`config.mk`:
```
export PLATFORM = sky130hd
export DESIGN_NAME = paged_gpio
export DESIGN_NICKNAME = d
export VERILOG_FILES = /design/src/rtl/paged_gpio.sv
export SDC_FILE = /design/constraint.sdc
export NUM_CORES = 1
export LEC_CHECK = 0
export BUFFER_PORTS_ARGS = -buffer_cell sky130_fd_sc_hd__buf_2
export CAP_MARGIN = 20
export CORE_MARGIN = 10
export CORE_UTILIZATION = 54
export CTS_BUF_LIST = sky130_fd_sc_hd__clkbuf_2
export DETAILED_ROUTE_END_ITERATION = 12
export MAX_ROUTING_LAYER = met4
export PLACE_DENSITY = 0.78
export SLEW_MARGIN = 20
export SYNTH_ARGS = -nofsm -noshare
export SYNTH_HDL_FRONTEND = slang
export SYNTH_SLANG_ARGS = --single-unit
```
`constraint.sdc`:
```
create_clock -name clk -period 2.6 [get_ports clk]
set_input_delay 0.26 -clock clk [delete_from_list [all_inputs] [get_ports clk]]
set_output_delay 0.26 -clock clk [all_outputs]
set_load 0.01 [all_outputs]
```
`src/rtl/paged_gpio.sv`:
```
module paged_gpio #(
  parameter int PORTS     = 6,
  parameter int IRQ_PORTS = 3
) (
  input  logic                 clk,
  input  logic                 rst_n,
  input  logic [3:0]           addr,
  input  logic [7:0]           wdata,
  input  logic                 wr_en,
  input  logic                 rd_en,
  output logic [7:0]           rdata,
  input  logic [PORTS*8-1:0]   pin_in,
  output logic [PORTS*8-1:0]   pin_out,
  output logic                 irq
);
  localparam int NL = PORTS * 8;
  localparam int NI = IRQ_PORTS * 8;
  localparam logic [1:0] PG_EN  = 2'b10;
  localparam logic [1:0] PG_POL = 2'b01;
  localparam logic [1:0] PG_EVT = 2'b11;

  logic [NL-1:0] out_q, s1_q, s2_q;
  logic [NI-1:0] s3_q, en_q, pol_q, evt_q, en_nxt, pol_nxt, hit;
  logic [1:0]    page_q;
  logic [IRQ_PORTS-1:0] summary;

  wire       port_sel = int'(addr) < PORTS;
  wire       paged    = (int'(addr) >= 8) && (int'(addr) < 8 + IRQ_PORTS);
  wire [1:0] pidx     = addr[1:0];

  always_comb begin
    en_nxt  = en_q;
    pol_nxt = pol_q;
    if (wr_en && paged && page_q == PG_EN)  en_nxt[pidx*8 +: 8]  = wdata;
    if (wr_en && paged && page_q == PG_POL) pol_nxt[pidx*8 +: 8] = wdata;
  end

  wire [NI-1:0] rise = s2_q[NI-1:0] & ~s3_q;
  wire [NI-1:0] fall = ~s2_q[NI-1:0] & s3_q;
  assign hit = en_nxt & ((pol_q & rise) | (~pol_q & fall));

  always_ff @(posedge clk) begin
    if (!rst_n) begin
      out_q  <= '0;
      s1_q   <= '0;
      s2_q   <= '0;
      s3_q   <= '0;
      en_q   <= '0;
      pol_q  <= '0;
      evt_q  <= '0;
      page_q <= PG_EVT;
    end else begin
      s1_q  <= pin_in;
      s2_q  <= s1_q;
      s3_q  <= s2_q[NI-1:0];
      en_q  <= en_nxt;
      pol_q <= pol_nxt;
      evt_q <= (evt_q | hit) & en_nxt;
      if (wr_en && port_sel) out_q[int'(addr)*8 +: 8] <= wdata;
      if (wr_en && addr == 4'd7) page_q <= wdata[7:6];
    end
  end

  for (genvar p = 0; p < IRQ_PORTS; p++) begin : g_sum
    assign summary[p] = |evt_q[p*8 +: 8];
  end

  always_comb begin
    rdata = '0;
    if (rd_en) begin
      if (port_sel) rdata = s2_q[int'(addr)*8 +: 8];
      else if (addr == 4'd6) rdata[IRQ_PORTS-1:0] = summary;
      else if (addr == 4'd7) rdata = {page_q, 6'b0};
      else if (paged) begin
        case (page_q)
          PG_EN:   rdata = en_q[pidx*8 +: 8];
          PG_POL:  rdata = pol_q[pidx*8 +: 8];
          PG_EVT:  rdata = evt_q[pidx*8 +: 8];
          default: rdata = '0;
        endcase
      end
    end
  end

  assign pin_out = out_q;
  assign irq     = |summary;

  a_r7_evt_needs_enable: assert property (@(posedge clk) disable iff (!rst_n)
    (evt_q & ~en_q) == '0);
  a_r7_evt_sticky: assert property (@(posedge clk) disable iff (!rst_n)
    1'b1 |=> (($past(evt_q) & en_q & ~evt_q) == '0));
  a_r3_summary_upper_zero: assert property (@(posedge clk) disable iff (!rst_n)
    (rd_en && addr == 4'd6) |-> rdata[7:IRQ_PORTS] == '0);
  a_r1_out_hold: assert property (@(posedge clk) disable iff (!rst_n)
    !(wr_en && port_sel) |=> $stable(pin_out));
  a_r9_irq_follows_events: assert property (@(posedge clk) disable iff (!rst_n)
    (evt_q == '0) |-> !irq);
  a_r11_idle_read_zero: assert property (@(posedge clk) disable iff (!rst_n)
    !rd_en |-> rdata == 8'h00);
endmodule

```
==> results of run 1 <==
[layout make-up]
class	count	area, µm²	share of cell area (%)
timing repair buffer	229	1710	13.8
tap	229	287	2.32
antenna	2	5.00	0.0405
clock buffer	81	405	3.28
multi-input combinational	726	4980	40.3
sequential	242	4850	39.3
clock inverter	16	92.6	0.749
inverter	7	26.3	0.213
[kinds of logic (layout without fill, tap and decap cells)]
family          after synthesis  in the layout  synth area share (%)
compound gates              167            167                  12.0
xor+xnor                      1              1                0.0891
fa+ha+maj                     8              8                  1.02
buf+inv                      82            333                  3.54
flops                       242            242                  49.3
mux                          81             81                  9.30
other cells                   0              2                     0
simple gates                469            469                  24.8
[state kept, by name (all words and copies together), names as in the netlist]
name and cells:
en_q 24, evt_q 24, page_q 2, pin_out 48, pol_q 24, s1_q 48, s2_q 48, s3_q 24
[worst max-delay path: cells and delay by family (launching register included)]
kind,cells,cell delay [ps]
AOI/OAI and AO/OA,3,600
buffers and inverters,3,470
DFF,1,440
and+or+nand+nor,1,40
[report_power, final]
group	internal (W)	switching, W
Sequential	0.00378	0.0000404
Combinational	0.000262	0.000305
Clock	0.000930	0.00144
Total	0.00498	0.00179
[layer usage]
layer	routed length (µm)	share of wire (%)	up-vias	GRT usage [%]
li1	-	-	4066	-
met1	11800	43	3922	28.2
met2	12600	46	361	35.0
met3	2280	8.3	64	5.40
met4	874	3.2	0	10.2
met5	0	0	-	-
[through the flow]
step | TNS [ps] | worst slack, ps | instances | cell area (µm²) | power [W]
detailed placement | 0 | 169 | 1352 | 10600 | 0.00435
global route | -1050 | -171 | 1532 | 12400 | 0.00709
floorplan | 0 | 140 | 1050 | 9830 | 0.00418
global placement | 0 | 194 | 1352 | 10600 | 0.00434
CTS | -244 | -65.4 | 1527 | 12200 | 0.00678
finish | -219 | -54.8 | 1532 | 12400 | 0.00676
[repair_timing]
action | 4_1_cts | 5_1_grt
cloned | 5 | 0
endpoints found under the setup margin | 9 | 9
hold endpoints to repair | 170 | 0
setup buffers | 11 | 5
pin swaps | 23 | 22
hold buffers | 62 | 0
gates resized for setup | 66 | 24
[worst max-delay path by stage]
stage | depth (start not counted) | endpoint | start | slack [ps]
after floorplan | 10 | pin_out[0] | addr[1] | 140
after global placement | 8 | pin_out[5] | addr[0] | 190
after detailed placement | 8 | pin_out[5] | addr[0] | 170
after CTS | 6 | rdata[4] | page_q[0] | -70
after global routing | 7 | rdata[4] | page_q[0] | -170
final | 7 | rdata[3] | page_q[0] | -50
[synthesized netlist by cell type, types with 10 or more instances]
master,n
sky130_fd_sc_hd__a211oi_1,19
sky130_fd_sc_hd__a21boi_0,55
sky130_fd_sc_hd__and2_1,121
sky130_fd_sc_hd__buf_2,11
sky130_fd_sc_hd__clkbuf_1,54
sky130_fd_sc_hd__dfxtp_1,242
sky130_fd_sc_hd__mux2i_1,70
sky130_fd_sc_hd__nand2_1,133
sky130_fd_sc_hd__nand2b_1,18
sky130_fd_sc_hd__nand3_1,73
sky130_fd_sc_hd__nand4_1,18
sky130_fd_sc_hd__nor2_1,46
sky130_fd_sc_hd__nor2b_1,13
sky130_fd_sc_hd__o21a_1,24
sky130_fd_sc_hd__o21ai_0,27
sky130_fd_sc_hd__or2_2,10
==> results_dict.tcl, run 1 <==
set metrics [dict create \
    critical_path.startpoint_type "register" \
    place.gp.congestion 0.906 \
    detail_route.drc_violations 0 \
    maxCapViolations 0 \
    min_period_over_period_pct 102 \
    post_synth_main_area_contributors "sky130_fd_sc_hd__dfxtp_1 (49%), sky130_fd_sc_hd__and2_1 (7.7%), sky130_fd_sc_hd__mux2i_1 (7.1%), sky130_fd_sc_hd__nand2_1 (5.1%), sky130_fd_sc_hd__a21boi_0 (4.2%)" \
    cts_tree "built" \
    track_usage_pct 22.8 \
    synth_area_leader_cell "sky130_fd_sc_hd__dfxtp_1" \
    drtIter0Drc 648 \
    min-delay-path-class "input port to register" \
    worstPathMaxFanout 6 \
    synth_largest_type_area_fraction_pct 49.3 \
    max_freq_mhz 377 \
    seq_area_frac_synth_pct 49.3 \
    yosys_most_used_dff "sky130_fd_sc_hd__dfxtp_1" \
    critPathCaptureType "output pin" \
    timing.critical_path.required_ps 2340 \
    cts_sinks 242 \
    floorplan.core_area_mm2 0.0180 \
    cts-buffers-inserted 58 \
    whs_path_depth 5 \
    hold_path.startpoint "addr[0]" \
    floorplan.initialDensity_pct 54.7 \
    antenna_left 0 \
    clock_skew_ps 40.1 \
    firstDrtPassIters 7 \
    p_per_area_mw_per_mm2 547 \
    destination_of_the_worst_register_to_register_timing_path "pol_q[5]" \
    finalCriticalPeriod_ps 2650 \
    finalHoldViolCount 0 \
    violations "setup timing" \
    clockRootBuffer "sky130_fd_sc_hd__clkbuf_2" \
    synthArstFlopShare_pct 0 \
    dieWidth_um 155 \
    dp_hpwl_mm 17.4 \
    fin_nets 1336 \
    die_area_mm2 0.0240 \
    synth_cells 1050 \
    arrival_time_reported_for_the_critical_path_endpoint_ps 2390 \
    slowest_delay_ps 440 \
    cpMaxStageDelayCell "sky130_fd_sc_hd__dfxtp_4" \
    peakVddDrop_uv 411 \
    grt_first_pass_wirelength_mm 43.6 \
    setup.worst_path.class "register to output pin" \
    layout.cells.most_common "sky130_fd_sc_hd__dfxtp_1" \
    grt_max_degree 80 \
    setup_viol_count_final 6 \
    clock_transition_at_path_regs_ps 120 \
    area_growth_syn_to_layout_pct 25.7 \
    top_cell_by_count_worst_path "sky130_fd_sc_hd__a211oi_2" \
    worst_skew_late_latency_ps 840 \
    path_cells "buf_12 -> buf_4 -> nor2_4 -> a211oi_2 -> a2111oi_2 -> a211oi_2 -> buf_2" \
    synth_cell_types 48 \
    whs_ps 117 \
    number_of_antenna_violations_at_the_first_check_in_global_routing 2 \
    number_of_buffers_inserted_by_port_buffering 120 \
    ff2ff_path_depth 6 \
    max_slew_headroom_pct 56.4 \
    internal_reg_to_reg_setup_slack_ps 460 \
    post_drt_via_cell_ratio 5.49 \
    r2r_start "page_q[1]" \
    mappedNetlistArea_mm2 0.00983 \
    gr-total-overflow 0 \
    cellLeakagePower_nw 5.26 \
    run_status "finished with violations" \
    synthesis.area_per_instance_um2 9.36 \
    nFillCells 1385 \
    synth-warning-count 0 \
    detailroute.via_count 8413 \
    postLayoutCoreUtil_pct 68.8 \
    synthesis.nets 1122 \
    setup_slack_ps -54.8 \
    layout_common_cells "sky130_fd_sc_hd__dfxtp_1 (240), sky130_fd_sc_hd__nand2_1 (133), sky130_fd_sc_hd__and2_1 (121)" \
    worst_slew_pin_slew_ps 653 \
    row_count 49 \
    final_layout_size_suffix_gt1_share_pct 25.8 \
    ys_ff_latch 242 \
    number_of_global_route_vias_before_repair 8383 \
    sink_of_the_worst_hold_path "en_q[4]" \
    routed_wire_length_per_instance_um 18.0 \
    number_of_enable_type_register_cells_in_the_synthesized_netlist 0 \
    rsz0062_at_grt "yes" \
    fp.dieH_um 155 \
    h-tree-depth 2 \
    num_io_pins 121 \
    slew_violations 0 \
    drt_wl_total_mm 27.6 \
    cts-root-to-sink-buffers 3 \
]
No activity file was read; power rests on OpenSTA's default activity.
==> inputs of run 2 (changes only) <==
Settings changed: ABC_AREA set to 1, CORE_UTILIZATION 54 to 55, PLACE_DENSITY 0.78 to 0.79.
==> run 2 against run 1 <==
The run now ends clean. Sequential share of layout area fell by 0.32 points. Die area rose by 3.1%. Clock power fell by 6%. Synthesized cell count rose by 43%. Setup slack improved by 100 ps. First-iteration DRC count rose by 24%. Wire length rose by 4.0%. Critical path depth rose by 3. Clock skew fell by 6.6 ps. Clock-buffer cell count fell by 3. Critical path type unchanged. Largest power group unchanged.
==> results_dict.tcl, run 2 <==
set metrics [dict create \
    synth_commonest_cells "sky130_fd_sc_hd__nand2_1 (434), sky130_fd_sc_hd__inv_1 (272), sky130_fd_sc_hd__dfxtp_1 (242)" \
    die_area_mm2 0.0247 \
    post_synth_main_area_contributors "sky130_fd_sc_hd__dfxtp_1 (47%), sky130_fd_sc_hd__nand2_1 (16%), sky130_fd_sc_hd__inv_1 (9.8%), sky130_fd_sc_hd__o21ai_0 (4.3%), sky130_fd_sc_hd__nor2_1 (4.3%)" \
    arrival_time_reported_for_the_critical_path_endpoint_ps 2300 \
    ff2ff_path_depth 8 \
    floorplan.initialDensity_pct 55.6 \
    seq_area_frac_synth_pct 46.7 \
    layout.cells.non_filler 1978 \
    synthesis.area_per_instance_um2 6.91 \
    synth_largest_type_area_fraction_pct 46.7 \
    number_of_enable_type_register_cells_in_the_synthesized_netlist 0 \
    synth_area_leader_cell "sky130_fd_sc_hd__dfxtp_1" \
    synth_cells 1500 \
    cts-root-to-sink-buffers 3 \
    ys_ff_latch 242 \
    place.gp.congestion 0.998 \
    p_per_area_mw_per_mm2 538 \
    synthesis.nets 1572 \
    maxCapViolations 0 \
    floorplan.core_area_mm2 0.0186 \
    cts_sinks 242 \
    mappedNetlistArea_mm2 0.0104 \
    synth_cell_types 33 \
    critPathCaptureType "output pin" \
    setup_slack_ps 44.9 \
    layout.cells.most_common "sky130_fd_sc_hd__nand2_1" \
    firstDrtPassIters 7 \
    detailroute.via_count 9860 \
    number_of_antenna_violations_at_the_first_check_in_global_routing 1 \
    timing.critical_path.required_ps 2340 \
    slew_violations 0 \
    final_layout_size_suffix_gt1_share_pct 16.3 \
    worst_skew_late_latency_ps 870 \
    max_slew_headroom_pct 58.8 \
    finalCriticalPeriod_ps 2560 \
    synthArstFlopShare_pct 0 \
    worstPathMaxFanout 10 \
    number_of_buffers_inserted_by_port_buffering 120 \
    whs_ps 22.7 \
    synth-warning-count 0 \
    peakVddDrop_uv 332 \
    postLayoutCoreUtil_pct 66.9 \
    min_period_over_period_pct 98.3 \
    run_status "finished, final reports clean" \
    clock_skew_ps 33.5 \
    post_drt_via_cell_ratio 4.98 \
    row_count 50 \
    dp.cells 1820 \
    yosys_most_used_dff "sky130_fd_sc_hd__dfxtp_1" \
    detail_route.drc_violations 0 \
    final.setup.tns_ps 0 \
    min-delay-path-class "input port to register" \
    grt_max_degree 71 \
    cts-buffers-inserted 59 \
    dp_hpwl_mm 20.4 \
    finalHoldViolCount 0 \
    drtIter0Drc 801 \
    number_of_global_route_vias_before_repair 9332 \
    h-tree-depth 2 \
    routed_wire_length_per_instance_um 14.5 \
    cts_tree "built" \
    setup.worst_path.class "register to output pin" \
    dp_slack_ps 291 \
    rsz0062_at_grt "yes" \
    gr-total-overflow 0 \
    track_usage_pct 23.4 \
    drt_wl_total_mm 28.7 \
    clockRootBuffer "sky130_fd_sc_hd__clkbuf_2" \
    antenna_left 0 \
    num_io_pins 121 \
    fin_nets 1785 \
    worst_slew_pin_slew_ps 619 \
    critical_path.startpoint_type "register" \
    most_used_standard_cell_by_instance_count_after_synthesis "sky130_fd_sc_hd__nand2_1" \
    fp.dieH_um 157 \
    setup_viol_count_final 0 \
    layout_common_cells "sky130_fd_sc_hd__nand2_1 (431), sky130_fd_sc_hd__inv_1 (271), sky130_fd_sc_hd__dfxtp_1 (239)" \
    grt_first_pass_wirelength_mm 45.9 \
    cellLeakagePower_nw 6.46 \
    whs_path_depth 4 \
    dieWidth_um 157 \
    clock_transition_at_path_regs_ps 100 \
    area_growth_syn_to_layout_pct 20.2 \
    max_freq_mhz 391 \
    nFillCells 1681 \
]
run 2: layout make-up:
type | count | area [µm²] | area share [%]
Inverter | 278 | 1070 | 8.55
Multi-Input combinational cell | 918 | 4250 | 34.1
Sequential cell | 242 | 4850 | 38.9
Clock buffer | 78 | 390 | 3.13
Timing Repair Buffer | 214 | 1550 | 12.4
Antenna cell | 1 | 2.50 | 0.0201
Tap cell | 234 | 293 | 2.35
Clock inverter | 13 | 62.6 | 0.502
run 2: critical path, cell delays in order, from the launching register on:
cell	delay, ps
sky130_fd_sc_hd__dfxtp_4	370
sky130_fd_sc_hd__buf_8	130
sky130_fd_sc_hd__clkinv_8	70
sky130_fd_sc_hd__clkbuf_16	150
sky130_fd_sc_hd__nand3_1	60
sky130_fd_sc_hd__nand3_1	80
sky130_fd_sc_hd__nand2_1	60
sky130_fd_sc_hd__nand2_1	80
sky130_fd_sc_hd__nand3_1	90
sky130_fd_sc_hd__a21oi_2	200
sky130_fd_sc_hd__buf_2	170
run 2: worst paths after layout:
| check | from | endpoint | slack (ps) |
|---|---|---|---|
| max reg2reg | page_q[1] | pol_q[3] | 570 |
| max | page_q[1] | rdata[2] | 40 |
| min reg2reg | s1_q[8] | s2_q[8] | 400 |
| min | addr[0] | pin_out[16] | 20 |
run 2: metal layers:
metal	global-route usage, %	vias up	wire length, µm
met2	35.5	396	12900
met4	10.9	0	986
met1	29.9	4326	12500
met5	-	-	0
li1	-	5068	-
met3	4.31	70	2250
run 2: through the flow:
step / cell area (µm²) / power, W
after floorplan: 10400 / 0.00425
after global placement: 11200 / 0.00446
after detailed placement: 11200 / 0.00447
after CTS: 12300 / 0.00674
after global routing: 12500 / 0.00702
final: 12500 / 0.00671
run 2: repair_timing:
action / in CTS / in global routing
gates resized for setup: 17 / 26
setup endpoints to repair: 8 / 8
buffers inserted: 1 / 0
hold endpoints to repair: 185 / 0
cloned: 0 / 1
pin swaps: 1 / 3
hold buffers: 64 / 0
run 2: kinds of logic (layout without fill, tap and decap cells):
kind of cell	count (synthesis)	in the layout	synth area share, %
DFF	242	242	46.7
buffers and inverters	340	583	13.0
and+or+nand+nor	698	698	28.2
other	0	1	0
adders and majority gates	8	8	0.965
AOI/OAI and AO/OA	212	212	11.1
run 2: power breakdown:
group	leakage [nW]	switching (W)	internal [W]
logic	4.13	0.000405	0.000242
registers	1.97	0.0000425	0.00379
clock network	0.356	0.00142	0.000809
total	6.46	0.00187	0.00484
